### config.mk
export PLATFORM = sky130hd
export DESIGN_NAME = lcd_scan_fb
export DESIGN_NICKNAME = d
export VERILOG_FILES = /design/src/rtl/lcd_scan_fb.sv
export SDC_FILE = /design/constraint.sdc
export NUM_CORES = 1
export LEC_CHECK = 0
export ABC_CLOCK_PERIOD_IN_PS = 1700
export BUFFER_PORTS_ARGS = -buffer_cell sky130_fd_sc_hd__buf_4
export CAP_MARGIN = 10
export CORE_ASPECT_RATIO = 1.75
export CORE_MARGIN = 2
export CORE_UTILIZATION = 35
export DETAILED_ROUTE_END_ITERATION = 6
export GPL_ROUTABILITY_DRIVEN = 0
export PLACE_DENSITY = 0.49
export SETUP_SLACK_MARGIN = 0.4
export SLEW_MARGIN = 20
export SYNTH_ARGS = -nofsm -noshare
export SYNTH_HDL_FRONTEND = slang
export SYNTH_SLANG_ARGS = --single-unit
### constraint.sdc
create_clock -name clk -period 1.7 [get_ports clk]
set_input_delay 0.17 -clock clk [delete_from_list [all_inputs] [get_ports clk]]
set_output_delay 0.17 -clock clk [all_outputs]
set_load 0.005 [all_outputs]
### src/rtl/lcd_scan_fb.sv
module lcd_scan_fb #(
  parameter int SCR_W = 16,
  parameter int SCR_H = 4,
  localparam int COLS  = (SCR_W / 4 < 1) ? 1 : SCR_W / 4,
  localparam int ROWS  = (SCR_H < 1) ? 1 : SCR_H,
  localparam int NIBS  = COLS * ROWS,
  localparam int BYTES = (NIBS + 1) / 2,
  localparam int AW    = (BYTES > 1) ? $clog2(BYTES) : 1
) (
  input  logic          clk,
  input  logic          rst,
  input  logic [AW-1:0] cpu_addr,
  input  logic [7:0]    cpu_wdata,
  input  logic          cpu_we,
  input  logic          cpu_re,
  output logic [7:0]    cpu_rdata,
  output logic          pclk_o,
  output logic [3:0]    data_o,
  output logic          lsync_o,
  output logic          fsync_o
);
  localparam int CW = (COLS > 1) ? $clog2(COLS) : 1;
  localparam int RW = (ROWS > 1) ? $clog2(ROWS) : 1;
  localparam int NW = (NIBS > 1) ? $clog2(NIBS) : 1;

  logic [7:0]    mem [BYTES];
  logic [2:0]    ph;
  logic          armed;
  logic [CW-1:0] col;
  logic [RW-1:0] row;
  logic [7:0]    scan_q;
  logic [NW-1:0] nib;
  logic [AW-1:0] baddr;

  wire col_last = (col == CW'(COLS - 1));
  wire row_last = (row == RW'(ROWS - 1));
  wire adv      = (ph == 3'd0) && armed;

  assign nib   = NW'(row * COLS + col);
  assign baddr = AW'(nib >> 1);

  always_ff @(posedge clk) begin
    if (cpu_we) mem[cpu_addr] <= cpu_wdata;
  end

  always_ff @(posedge clk) begin
    if (rst)         cpu_rdata <= '0;
    else if (cpu_re) cpu_rdata <= mem[cpu_addr];
  end

  always_ff @(posedge clk) begin
    if (ph == 3'd1) scan_q <= mem[baddr];
  end

  always_ff @(posedge clk) begin
    if (rst) begin
      ph      <= '0;
      armed   <= 1'b0;
      col     <= '0;
      row     <= '0;
      pclk_o  <= 1'b0;
      data_o  <= '0;
      lsync_o <= 1'b0;
      fsync_o <= 1'b0;
    end else begin
      ph <= ph + 3'd1;
      if (ph == 3'd7) armed <= 1'b1;
      if (ph == 3'd0)      pclk_o <= 1'b1;
      else if (ph == 3'd4) pclk_o <= 1'b0;
      if (adv) begin
        if (col_last) begin
          col <= '0;
          row <= row_last ? '0 : row + RW'(1);
        end else begin
          col <= col + CW'(1);
        end
      end
      if (ph == 3'd2) begin
        data_o  <= nib[0] ? scan_q[7:4] : scan_q[3:0];
        lsync_o <= col_last;
        fsync_o <= (row == '0);
      end
    end
  end
endmodule


==> run summary, run 1 <==
Initial core utilization: 35.50%
PD cells: 1007 nW/um2
M3 GR Usage: 2.158%
Worst path slowest cell: mux4_2
Cell count after placement: 466
CP endpoint: scan_q[6]
Worst path required time: 1.80 ns
CP arrival: 1.58 ns
Outcome: finished, final reports clean
Mapped Cells: 298
Crit path max fanout: 5
Post-route DRC: 0
Most used cell, CP: nand2_1
Met1 Track Usage GR: 17.62%
Total Wirelength: 10290 um
Reg-to-reg endpoint: scan_q[6]
Finished Cell Area: 5170 um2
Clk buf depth: 2
Clock latency on the worst-skew pair: 0.34 ns
Min setup slack post-route: 0.2167 ns
H-tree depth: 3
Vias: 2583
Met2 Use GR: 30.53%
# setup viols final: 0
Starting DRT DRC Count: 87
Synth Flop Type: edfxtp_1
Share of the synthesized area in the top cell type: 51.31%
Fin util: 43.55%
Filler cell count: 1082
CP Buf/Inv Count: 1
TritonCTS Buffers: 9
IO Count: 30
Total Routing Usage GR: 16.33%
Layout cells sized above 1: 30.31%
Crit. End Element: flop
Die ar.: 12970 um2
Vias per Instance: 5.271
Post-detailed-route count of antenna-violating nets: 0
Fin. Hold Viols: 0
Worst-case reg-to-reg path depth: 4
Routed length per instance: 21.00 um
DRT Pass-1 Iters: 4
Min-delay worst type: in -> reg
Yosys warns: 0
Most Crowded Layer GR: met2
FFs w/ async S/R, synth: 0%
Post-synthesis sequential area ratio: 62.23%
Max-cap violations: 0
Final min period: 1.483 ns
Final Power: 5.208 mW
Maximum vdd drop: 0.4058 mV
Pleak: 1.906 nW
Area delta synth->final: 22.68%
Syn avg cell area: 14.14 um2
CTS Root Cell: clkbuf_16
Largest net degree at the start of global routing: 24
Grt total ovfl: 0
Worst path depth: 4
Cell breakdown of the critical path: clkbuf_16 -> mux4_2 -> nand2_1 -> nand2_1
Period utilization: 87.25%
Unrepaired setup endpoints after global routing: true
CP Class: reg -> reg
Flop2flop setup slack: 0.22 ns
Hpwl dp: 6725 um
CP Launch Type: flop
Leading post-synthesis cells by cell area: edfxtp_1 (51%), dfxtp_1 (11%), mux2i_1 (9.5%)
Initial antenna violation count: 0
Die Wd: 86.95 um
Wire length of the first global-routing pass: 14990 um
Fmax: 0.6742 GHz
Post-synth EDFFs: 72
Yosys cell types: 28
Worst hold slack: 0.05947 ns
Placed cell area: 4711 um2
Start point of the critical path: col[1]
Die Ht: 149.2 um
RR Startpoint: col[1]
Critical Path Max Stage Delay: 0.51 ns
Rel. slew slack: 59.89%
Buffers on Ports: 29
Post-synth top cells: edfxtp_1 (72), nor2_1 (42), mux2i_1 (40), nand2_1 (29), dfxtp_1 (23)
TritonCTS clock tree: built
Pre-CTS setup slack: 0.2158 ns
CTS clk-pin slew, worst paths: 0.07 ns
Post-synth top area cell: edfxtp_1
Setup TNS: 0 ns
Least-Margin Pin Slew: 0.6010 ns
Most numerous cell in the Yosys netlist: edfxtp_1
Post-synthesis net count: 321
# diodes: 0
FP Rows: 53
CTS sink count: 95
Skew final: 0.008524 ns
Vias in the first global route: 2718
Nets: 371
Post-Synthesis Cell Area: 4214 um2
Core ar.: 11870 um2
FF+latch count, synth: 95
Pins Over Slew Limit: 0
Top delay family on crit path: multiplexers
Fin cells: 490
==> logic make-up (layout without fill, tap and decap cells) <==
kind of cell	after synthesis	in the layout	share of synthesized area, %
flip-flops	95	95	62.23
AND/OR/NAND/NOR	87	87	8.729
multiplexers	56	56	18.68
AO/OA/AOI/OAI	31	31	4.929
buffers and inverters	21	76	3.058
adder cells (fa/ha/maj)	8	8	2.375
==> worst min-delay path by stage <==
stage / to / start / slack (ns) / depth (start not counted)
2_1_floorplan: ph[1] / rst / 0.24 / 1
3_3_place_gp: mem[4][5] / cpu_wdata[5] / 0.40 / 1
3_5_place_dp: mem[5][5] / cpu_wdata[5] / 0.41 / 1
4_1_cts: mem[5][5] / cpu_wdata[5] / 0.05 / 1
5_1_grt: mem[5][1] / cpu_wdata[1] / 0.06 / 1
6_report: mem[5][5] / cpu_wdata[5] / 0.06 / 1
==> what timing repair did <==
item	in CTS	in global routing
pin swaps	1	10
gates cloned	0	4
gates resized for setup	1	25
endpoints found under the setup margin	12	18
setup buffers	1	3
hold buffers	0	0
==> final cells by class <==
| cell class | instances | area, um2 | area share (%) |
|---|---|---|---|
| Clock buffer | 9 | 225.2 | 4.356 |
| Clock inverter | 7 | 95.09 | 1.839 |
| Inverter | 4 | 17.52 | 0.3388 |
| Multi-Input combinational cell | 182 | 1506 | 29.14 |
| Sequential cell | 95 | 2631 | 50.90 |
| Tap cell | 137 | 171.4 | 3.316 |
| Timing Repair Buffer | 56 | 523.0 | 10.12 |
==> layout by cell type (no fill, tap or decap), drive strengths merged <==
| cell | synthesis | routed |
|---|---|---|
| nor2b | 4 | 4 |
| a211oi | 5 | 5 |
| bufinv | 0 | 2 |
| o31a | 8 | 8 |
| buf | 10 | 54 |
| clkinv | 0 | 1 |
| clkbuf | 7 | 11 |
| or3 | 2 | 2 |
| o21ai | 8 | 8 |
| nand2 | 29 | 29 |
| or2 | 1 | 1 |
| o22ai | 8 | 8 |
| edfxtp | 72 | 72 |
| dfxtp | 23 | 23 |
| nor2 | 42 | 42 |
| nand3b | 1 | 1 |
| inv | 4 | 6 |
| clkinvlp | 0 | 2 |
| mux4 | 16 | 16 |
| nor3 | 2 | 2 |
| ha | 8 | 8 |
| mux2i | 40 | 40 |
| nand2b | 5 | 5 |
| a21oi | 2 | 2 |
| nand4b | 1 | 1 |
==> worst reg2reg max path: stages, from the launching register on <==
cell,delay [ns]
dfxtp_4,0.42
clkbuf_16,0.18
mux4_2,0.51
nand2_1,0.08
nand2_1,0.04
==> where the power goes <==
group	internal (mW)	switching [mW]
clock network	1.29	0.863
logic	0.193	0.214
registers	2.59	0.0515
total	4.08	1.13
==> metal layers <==
| metal | wire length, um | vias up |
|---|---|---|
| met3 | 269 | 16 |
| li1 | - | 1214 |
| met2 | 5952 | 48 |
| met1 | 3792 | 1305 |
| met4 | 274 | 0 |
| met5 | 0 | - |
==> registers in the layout, summed over array words and instances, names as in the netlist, 2 cells and up <==
signal	count
cpu_rdata	8
mem	64
row	2
data_o	4
col	2
scan_q	8
ph	3
Power figures use the tool's default switching activity.
==> inputs of run 2 (changes only) <==
Settings changed: BUFFER_PORTS_ARGS -buffer_cell sky130_fd_sc_hd__buf_4 to not set, DONT_BUFFER_PORTS set to 1, PLACE_DENSITY 0.49 to 0.47.
==> run summary, run 2 (synthesis gave the netlist of run 1 again) <==
FP Rows: 53
Largest regs: mem (64), cpu_rdata (8), scan_q (8)
Crit. End Element: flop
Total Routing Usage GR: 16.38%
Worst-case reg-to-reg path depth: 4
Skew final: 0.005622 ns
CP Launch Type: flop
Fin util: 42.26%
Total Wirelength: 10220 um
Cell breakdown of the critical path: clkbuf_16 -> mux4_1 -> nand2_1 -> nand2_1
Die Wd: 86.95 um
Clock latency on the worst-skew pair: 0.34 ns
Clk buf depth: 2
DRT met1 WL: 3809 um
Final min period: 1.503 ns
Post-route DRC: 0
Die ar.: 12970 um2
Reg-to-reg endpoint: scan_q[2]
Start point of the critical path: col[1]
PD cells: 1008 nW/um2
Grt total ovfl: 0
Placed cell area: 4453 um2
Pins Over Slew Limit: 0
Unrepaired setup endpoints after global routing: true
Most used cell, CP: nand2_1
Die Ht: 149.2 um
Metal2 WL: 5716 um
Max FFs per register: 64
Area delta synth->final: 19.03%
Buffers on Ports: 0
Crit path max fanout: 9
Worst path required time: 1.80 ns
Core ar.: 11870 um2
Worst path depth: 4
Setup TNS: 0 ns
H-tree depth: 3
Flop2flop setup slack: 0.20 ns
CP Buf/Inv Count: 1
Routed length per instance: 21.88 um
Fin cells: 467
Largest net degree at the start of global routing: 38
Layout cells sized above 1: 20.30%
Outcome: finished, final reports clean
Critical Path Max Stage Delay: 0.55 ns
Worst path slowest cell: mux4_1
Least-Margin Pin Slew: 1.064 ns
IO Count: 30
# setup viols final: 0
Commonest non-fill, non-tap cell in the layout: edfxtp_1
CP endpoint: scan_q[2]
Rel. slew slack: 29.09%
Vias in the first global route: 2476
DRT Pass-1 Iters: 6
Top delay family on crit path: multiplexers
Pre-CTS setup slack: 0.2133 ns
CP Class: reg -> reg
# diodes: 0
Min-delay worst type: in -> reg
Finished Cell Area: 5016 um2
Most flops, register: mem
Period utilization: 88.41%
Max-cap violations: 0
TritonCTS Buffers: 9
Nets: 348
Initial antenna violation count: 0
Post-detailed-route count of antenna-violating nets: 0
Cell count after placement: 435
Min setup slack post-route: 0.1971 ns
Wire length of the first global-routing pass: 14810 um
Met3 WL post-DR: 389 um
CP arrival: 1.60 ns
Pleak: 1.801 nW
CTS Root Cell: clkbuf_16
Starting DRT DRC Count: 163
Vias per Instance: 5.223
Most frequent cells in the layout: edfxtp_1 (72), mux2i_1 (39), nor2_1 (36)
RR Startpoint: col[1]
Initial core utilization: 35.50%
Fmax: 0.6654 GHz
Vias: 2439
TritonCTS clock tree: built
Uppermost layer routed: met4
Hpwl dp: 6682 um
CTS sink count: 95
Fin. Hold Viols: 0
CTS clk-pin slew, worst paths: 0.06 ns
Maximum vdd drop: 0.4424 mV
run 2: worst min-delay path by stage:
stage	startpoint	endpoint	slack (ns)	cells after the start
final	cpu_re	cpu_rdata[7]	0.03	2
after global routing	cpu_re	cpu_rdata[3]	0.03	2
after CTS	cpu_re	cpu_rdata[7]	0.02	2
after detailed placement	rst	ph[0]	0.24	1
after global placement	rst	ph[0]	0.24	1
after floorplan	rst	ph[1]	0.24	1
run 2: metrics by stage:
stage	total power [mW]	hold slack, ns
final	5.054	0.03103
after global routing	5.237	0.02887
after CTS	5.080	0.02498
after global placement	2.950	0.2398
after detailed placement	2.955	0.2447
after floorplan	2.892	0.2416
run 2: cell type report:
cell class              instances  area, um2
fillers                      1067       6854
flip-flops and latches         95       2634
multi-input cells             182       1531
repair buffers                 33      346.6
clock buffers                  14      275.3
well taps                     137      171.4
clock inverters                 2      37.54
inverters                       4      20.02
run 2: power breakdown:
group          switching [mW]  total [mW]  leakage (nW)  internal [mW]
clock                   0.819        2.09         0.148           1.27
combinational           0.162       0.309         0.806          0.147
sequential             0.0595        2.65         0.847           2.60
run 2: timing repair:
item | 4_1_cts | 5_1_grt
hold buffers | 9 | 0
setup endpoints to repair | 10 | 39
endpoints found under the hold margin | 87 | 0
gates cloned | 0 | 3
setup buffers | 0 | 4
gates resized for setup | 3 | 21
pin swaps | 0 | 5
run 2: metal layers:
| metal | global-route usage (%) | up-vias |
|---|---|---|
| li1 | - | 1172 |
| met1 | 17.86 | 1195 |
| met2 | 29.77 | 53 |
| met3 | 3.708 | 19 |
| met4 | 6.797 | 0 |
| met5 | 0 | - |
